File: config.mk
export PLATFORM = sky130hd
export DESIGN_NAME = xlat_cache
export DESIGN_NICKNAME = d
export VERILOG_FILES = /design/src/rtl/xlat_pkg.sv /design/src/rtl/xlat_page_split.sv /design/src/rtl/xlat_slot_store.sv /design/src/rtl/xlat_cache.sv
export SDC_FILE = /design/constraint.sdc
export NUM_CORES = 2
export LEC_CHECK = 0
export ABC_CLOCK_PERIOD_IN_PS = 4800
export BUFFER_PORTS_ARGS = -buffer_cell sky130_fd_sc_hd__buf_4
export CAP_MARGIN = 20
export CORE_ASPECT_RATIO = 1.25
export CORE_UTILIZATION = 50
export DETAILED_ROUTE_END_ITERATION = 16
export GPL_ROUTABILITY_DRIVEN = 0
export GPL_TIMING_DRIVEN = 0
export PLACE_DENSITY = 0.66
export SLEW_MARGIN = 20
export SYNTH_ARGS = -nofsm -noshare
export SYNTH_HDL_FRONTEND = slang
export SYNTH_HIERARCHICAL = 1
export SYNTH_SLANG_ARGS = --single-unit
export TNS_END_PERCENT = 10
File: constraint.sdc
create_clock -name clk -period 4.8 [get_ports clk]
set_input_delay 0.24 -clock clk [delete_from_list [all_inputs] [get_ports clk]]
set_output_delay 0.24 -clock clk [all_outputs]
set_load 0.05 [all_outputs]
File: src/rtl/xlat_pkg.sv
package xlat_pkg;

  // Maintenance request presented to the slot store in one cycle.
  typedef struct packed {
    logic all;     // drop every slot
    logic local_;  // drop slots without the global mark
    logic page;    // drop one slot on tag match
  } xlat_maint_t;

endpackage

File: src/rtl/xlat_page_split.sv
// Splits a linear page number into slot index {way, set} and tag.
module xlat_page_split #(
  parameter int VPN_W    = 20,
  parameter int SET_BITS = 3,
  parameter int WAY_BITS = 2,
  localparam int IDX_W   = SET_BITS + WAY_BITS,
  localparam int TAG_W   = VPN_W - IDX_W
) (
  input  logic [VPN_W-1:0] page,
  output logic [IDX_W-1:0] idx,
  output logic [TAG_W-1:0] tag
);

  logic [SET_BITS-1:0] set_sel;
  logic [WAY_BITS-1:0] way_sel;

  always_comb begin
    set_sel = page[SET_BITS-1:0];
    way_sel = page[IDX_W-1:SET_BITS];
    idx     = {way_sel, set_sel};
    tag     = page[VPN_W-1:IDX_W];
  end

endmodule

File: src/rtl/xlat_slot_store.sv
// Slot storage: valid/global flip-flops with reset, tag/frame data without.
module xlat_slot_store
  import xlat_pkg::*;
#(
  parameter int IDX_W   = 5,
  parameter int TAG_W   = 15,
  parameter int FRAME_W = 20,
  localparam int N_SLOT = 1 << IDX_W
) (
  input  logic               clk,
  input  logic               rst_n,
  input  logic [IDX_W-1:0]   rd_idx,
  output logic               rd_valid,
  output logic [TAG_W-1:0]   rd_tag,
  output logic [FRAME_W-1:0] rd_frame,
  input  logic               wr_en,
  input  logic [IDX_W-1:0]   wr_idx,
  input  logic [TAG_W-1:0]   wr_tag,
  input  logic [FRAME_W-1:0] wr_frame,
  input  logic               wr_global,
  input  xlat_maint_t        maint,
  input  logic [IDX_W-1:0]   inv_idx,
  input  logic [TAG_W-1:0]   inv_tag
);

  logic [N_SLOT-1:0]  valid_q, valid_d;
  logic [N_SLOT-1:0]  glob_q, glob_d;
  logic [TAG_W-1:0]   tag_q   [N_SLOT];
  logic [FRAME_W-1:0] frame_q [N_SLOT];

  // next state for the per-slot flags
  always_comb begin
    for (int s = 0; s < N_SLOT; s++) begin
      logic sel, drop;
      sel  = wr_en && (wr_idx == IDX_W'(s));
      drop = maint.all
          || (maint.local_ && !glob_q[s])
          || (maint.page && (inv_idx == IDX_W'(s)) && valid_q[s]
              && (tag_q[s] == inv_tag));
      if (sel) begin
        valid_d[s] = 1'b1;
        glob_d[s]  = wr_global;
      end else begin
        valid_d[s] = valid_q[s] && !drop;
        glob_d[s]  = glob_q[s];
      end
    end
  end

  always_ff @(posedge clk or negedge rst_n) begin
    if (!rst_n) begin
      valid_q <= '0;
      glob_q  <= '0;
    end else begin
      valid_q <= valid_d;
      glob_q  <= glob_d;
    end
  end

  always_ff @(posedge clk) begin
    if (wr_en) begin
      tag_q[wr_idx]   <= wr_tag;
      frame_q[wr_idx] <= wr_frame;
    end
  end

  always_comb begin
    rd_valid = valid_q[rd_idx];
    rd_tag   = tag_q[rd_idx];
    rd_frame = frame_q[rd_idx];
  end

  a_r4_update_installs: assert property (@(posedge clk) disable iff (!rst_n)
    wr_en |=> (valid_q[$past(wr_idx)] && (tag_q[$past(wr_idx)] == $past(wr_tag))
               && (frame_q[$past(wr_idx)] == $past(wr_frame))));

  a_r5_global_written: assert property (@(posedge clk) disable iff (!rst_n)
    wr_en |=> (glob_q[$past(wr_idx)] == $past(wr_global)));

  a_r6_flush_all_empties: assert property (@(posedge clk) disable iff (!rst_n)
    (maint.all && !wr_en) |=> (valid_q == '0));

  a_r7_only_global_left: assert property (@(posedge clk) disable iff (!rst_n)
    (maint.local_ && !wr_en) |=> ((valid_q & ~glob_q) == '0));

  a_r8_page_dropped: assert property (@(posedge clk) disable iff (!rst_n)
    (maint.page && valid_q[inv_idx] && (tag_q[inv_idx] == inv_tag)
     && !(wr_en && (wr_idx == inv_idx))) |=> !valid_q[$past(inv_idx)]);

endmodule

File: src/rtl/xlat_cache.sv
module xlat_cache
  import xlat_pkg::*;
#(
  parameter int ADDR_W    = 32,
  parameter int PAGE_BITS = 12,
  parameter int SET_BITS  = 3,
  parameter int WAY_BITS  = 2,
  localparam int VPN_W    = ADDR_W - PAGE_BITS,
  localparam int IDX_W    = SET_BITS + WAY_BITS,
  localparam int TAG_W    = VPN_W - IDX_W
) (
  input  logic              clk,
  input  logic              rst_n,
  input  logic [ADDR_W-1:0] lk_addr,
  output logic              lk_hit,
  output logic [ADDR_W-1:0] lk_paddr,
  input  logic              upd_en,
  input  logic [VPN_W-1:0]  upd_page,
  input  logic [VPN_W-1:0]  upd_frame,
  input  logic              upd_global,
  input  logic              flush_all,
  input  logic              flush_local,
  input  logic              inval_en,
  input  logic [VPN_W-1:0]  inval_page
);

  logic [IDX_W-1:0] lk_idx, up_idx, iv_idx;
  logic [TAG_W-1:0] lk_tag, up_tag, iv_tag;
  logic             rd_valid;
  logic [TAG_W-1:0] rd_tag;
  logic [VPN_W-1:0] rd_frame;
  xlat_maint_t      maint;

  xlat_page_split #(.VPN_W(VPN_W), .SET_BITS(SET_BITS), .WAY_BITS(WAY_BITS)) i_split_lk (
    .page(lk_addr[ADDR_W-1:PAGE_BITS]), .idx(lk_idx), .tag(lk_tag));
  xlat_page_split #(.VPN_W(VPN_W), .SET_BITS(SET_BITS), .WAY_BITS(WAY_BITS)) i_split_up (
    .page(upd_page), .idx(up_idx), .tag(up_tag));
  xlat_page_split #(.VPN_W(VPN_W), .SET_BITS(SET_BITS), .WAY_BITS(WAY_BITS)) i_split_iv (
    .page(inval_page), .idx(iv_idx), .tag(iv_tag));

  always_comb begin
    maint.all    = flush_all;
    maint.local_ = flush_local;
    maint.page   = inval_en;
  end

  xlat_slot_store #(.IDX_W(IDX_W), .TAG_W(TAG_W), .FRAME_W(VPN_W)) i_store (
    .clk       (clk),
    .rst_n     (rst_n),
    .rd_idx    (lk_idx),
    .rd_valid  (rd_valid),
    .rd_tag    (rd_tag),
    .rd_frame  (rd_frame),
    .wr_en     (upd_en),
    .wr_idx    (up_idx),
    .wr_tag    (up_tag),
    .wr_frame  (upd_frame),
    .wr_global (upd_global),
    .maint     (maint),
    .inv_idx   (iv_idx),
    .inv_tag   (iv_tag)
  );

  always_comb begin
    lk_hit   = rd_valid && (rd_tag == lk_tag);
    lk_paddr = lk_hit ? {rd_frame, lk_addr[PAGE_BITS-1:0]} : '0;
  end

endmodule

==> flow_summary.toml <==
[power]
p_total_mw = 22.4
power.density_nw_per_um2 = 369
power_leakage_nw = 21.2
vdd_ir_drop_max_mv = 0.298

[timing]
holdWs_ns = 0.148
slew_viol_final = 0
max_freq_ghz = 0.227
period_share_pct = 91.8
fin_worst_skew_ns = 0.0158
worstMarginPinSlew_ns = 1.16
max_slew_margin_pct = 22.6
rsz0062_at_grt = "false"
final-hold-violation-count = 0
fin_crit_ns = 4.41
finalSetupViolCount = 0

[drt]
vias_per_cell = 6.02
drc = 0
highest_layer = "met5"
wl_met1_mm = 61.1
met2_wirelength_mm = 77.5
wl_met3_mm = 11.0
postRouteAntennaNets = 0
dr.first_iter.drc_count = 3567
wl_per_cell_um = 30.0
routed_wl_mm = 160
num_vias = 32100
first_pass_iters = 5

[setup_path]
reg2reg_depth = 5
path_cells = "buf_4 > nor2_4 > buf_2 > clkbuf_1 > a22oi_1 > nand3_1 > nand3_1 > xnor2_1 > nand4_1 > nor4_4 > buf_12 > buf_6 > and2_2 > buf_4"
critPathKind = "in -> out"
r2r_slack_ns = 2.63
critPathMaxStageDelay_ns = 0.63
critPathMaxFanout = 10
startpoint_type = "input port"
cp_slowest_cell = "clkbuf_1"
r2r-start = "i_store/tag_q[28][11]"
critPathArrivalTime_ns = 4.17
rr_endpoint = "i_store/valid_q[28]"
endpoint_kind = "primary output"
cp.required_ns = 4.56

[final_layout]
layout.nets = 3919
area_delta_synth_final_pct = 14.4
drive_above_1_share_pct = 14.6
multi_input_area_um2 = 16400
ff_latch_area_um2 = 35200
diodes = 0
fin_area_um2 = 60800
fillers = 8210

[worst_hold_path]
worstHoldStart = "inval_page[1]"
hold_path_end = "i_store/valid_q[0]"
hp-class = "in -> reg"
hold-path-cell-count = 5

[grt]
antenna_found_initial = 2
grt_overflow = 0
grt_pass1_vias = 31400
grt_first_pass_wirelength_mm = 225
grt_max_degree = 65
track_usage_pct = 29.6

[floorplanning]
fp.dieH_um = 366
die_x_um = 294
die-area_um2 = 108000
ios = 132
coreArea_um2 = 105000
rows = 133
start_util_pct = 50.4

[clock_network]
cts-htree-levels = 3
worstSkewPairLatency_ns = 0.72
cts_tree = "done"
cts_buffers = 114
clkTransAtPathRegs_ns = 0.06
clock-sinks = 1184
cts_root_buffer = "clkbuf_16"
cts_buffer_depth = 3

[synth]
synth_edf_count = 1120
synth-seq-cells = 1184
synth_area_um2 = 53100
synth_top_area_share_pct = 63.3
yosys-top-cells-count = "edfxtp_1 (1120), mux2i_1 (576), xnor2_1 (388)"
synth.area.top_cells = "edfxtp_1 (63%), mux2i_1 (11%), xnor2_1 (6.4%), dfrtp_1 (3.0%), xor2_1 (1.7%)"
synth_cell_type_count = 38
yosysTopAreaCell = "edfxtp_1"
seq_area_frac_synth_pct = 66.3
synth_async_sr_flop_share_pct = 5.41
ys_warn_count = 6
synth_nets = 3647
ys.flop_type = "edfxtp_1"
synth.most_common_cell = "edfxtp_1"
synth.avg_cell_area_um2 = 15.0
netlist_instances = 3548

[placed_design]
numPortBuffers = 71
place_hpwl_mm = 119
placed_area_um2 = 56700

[flow_run]
max_cap_viol_count = 0

[status]
status = "complete, no violations"
## where the power goes
group | total (mW) | internal [mW] | switching (mW)
clock | 9.01 | 5.10 | 3.91
sequential | 11.5 | 11.5 | 0.0696
combinational | 1.89 | 0.656 | 1.23
## cell families after synthesis
logic type,synth area share [%]
flip-flops,66.3
AND/OR/NAND/NOR,6.17
multiplexers,11.5
XOR/XNOR,8.13
AO/OA/AOI/OAI,4.57
buffers and inverters,3.30
## metal layers
layer  global-route usage [%]  vias to the layer above
li1                         -                    14000
met3                     3.44                      360
met4                     17.9                        4
met2                     48.8                     1566
met1                     37.6                    16200
met5                        0                        -
## sequential cells by signal, summed over array words and instances, names as in the netlist
register and flops:
i_store/valid_q 32, i_store/frame_q 640, i_store/glob_q 32, i_store/tag_q 480
## final cells by class
cell class / count / share of cell area [%]
Tap cell: 1417 / 2.92
Clock buffer: 126 / 4.84
Sequential cell: 1184 / 57.9
Inverter: 3 / 0.0185
Multi-Input combinational cell: 2077 / 27.0
Clock inverter: 89 / 1.28
Buffer: 284 / 2.87
Timing Repair Buffer: 156 / 3.17
## critical path, delay by kind of cell
| kind | cells | cell delay, ns |
|---|---|---|
| AOI/OAI and AO/OA | 1 | 0.23 |
| buffers and inverters | 6 | 1.80 |
| and+or+nand+nor | 6 | 1.62 |
| xor gates and xnor gates | 1 | 0.22 |
## how the worst max path moves through the flow
| stage | startpoint | to | slack, ns |
|---|---|---|---|
| 2_1_floorplan | lk_addr[12] | lk_paddr[10] | 1.83 |
| 3_3_place_gp | upd_page[4] | i_store/glob_q[11] | -0.24 |
| 3_5_place_dp | lk_addr[13] | lk_paddr[23] | -0.19 |
| 4_1_cts | lk_addr[13] | lk_paddr[23] | 0.49 |
| 5_1_grt | lk_addr[13] | lk_paddr[24] | 0.42 |
| 6_report | lk_addr[13] | lk_paddr[23] | 0.39 |
## through the flow
stage / setup TNS, ns / util, % / setup WS [ns] / instances
final: 0 / 57.7 / 0.394 / 5336
after global routing: 0 / 57.7 / 0.418 / 5336
after CTS: 0 / 57.7 / 0.492 / 5336
after detailed placement: -3.60 / 53.8 / -0.190 / 5080
after global placement: -20.64 / 52.6 / -0.243 / 5036
after floorplan: 0 / - / 1.83 / 3548
## placed cells by master, fill, tap and decap left out, drive strengths merged
| cell type | count |
|---|---|
| a21oi | 108 |
| nor2 | 41 |
| nor3 | 70 |
| nand3 | 145 |
| xnor2 | 388 |
| nor4 | 34 |
| or2 | 2 |
| clkbuf | 195 |
| mux2 | 32 |
| mux2i | 576 |
| bufinv | 13 |
| o21ai | 1 |
| a221oi | 1 |
| inv | 7 |
| dlygate4sd3 | 40 |
| a31oi | 36 |
| a2111oi | 1 |
| a22o | 72 |
| clkinv | 66 |
| and2b | 1 |
| buf | 331 |
| a22oi | 108 |
| dfrtp | 64 |
| xor2 | 105 |
| edfxtp | 1120 |
| and2 | 34 |
| o22ai | 32 |
| clkinvlp | 6 |
| nand2b | 39 |
| nand2 | 115 |
| nand3b | 32 |
| nand4 | 98 |
| nor2b | 6 |
## what timing repair did
item	4_1_cts	5_1_grt
endpoints found under the setup margin	33	0
hold buffers	40	0
hold endpoints to repair	1186	0
buffers inserted	1	0
resized for setup	1	0
No activity file was read; power rests on OpenSTA's default activity.
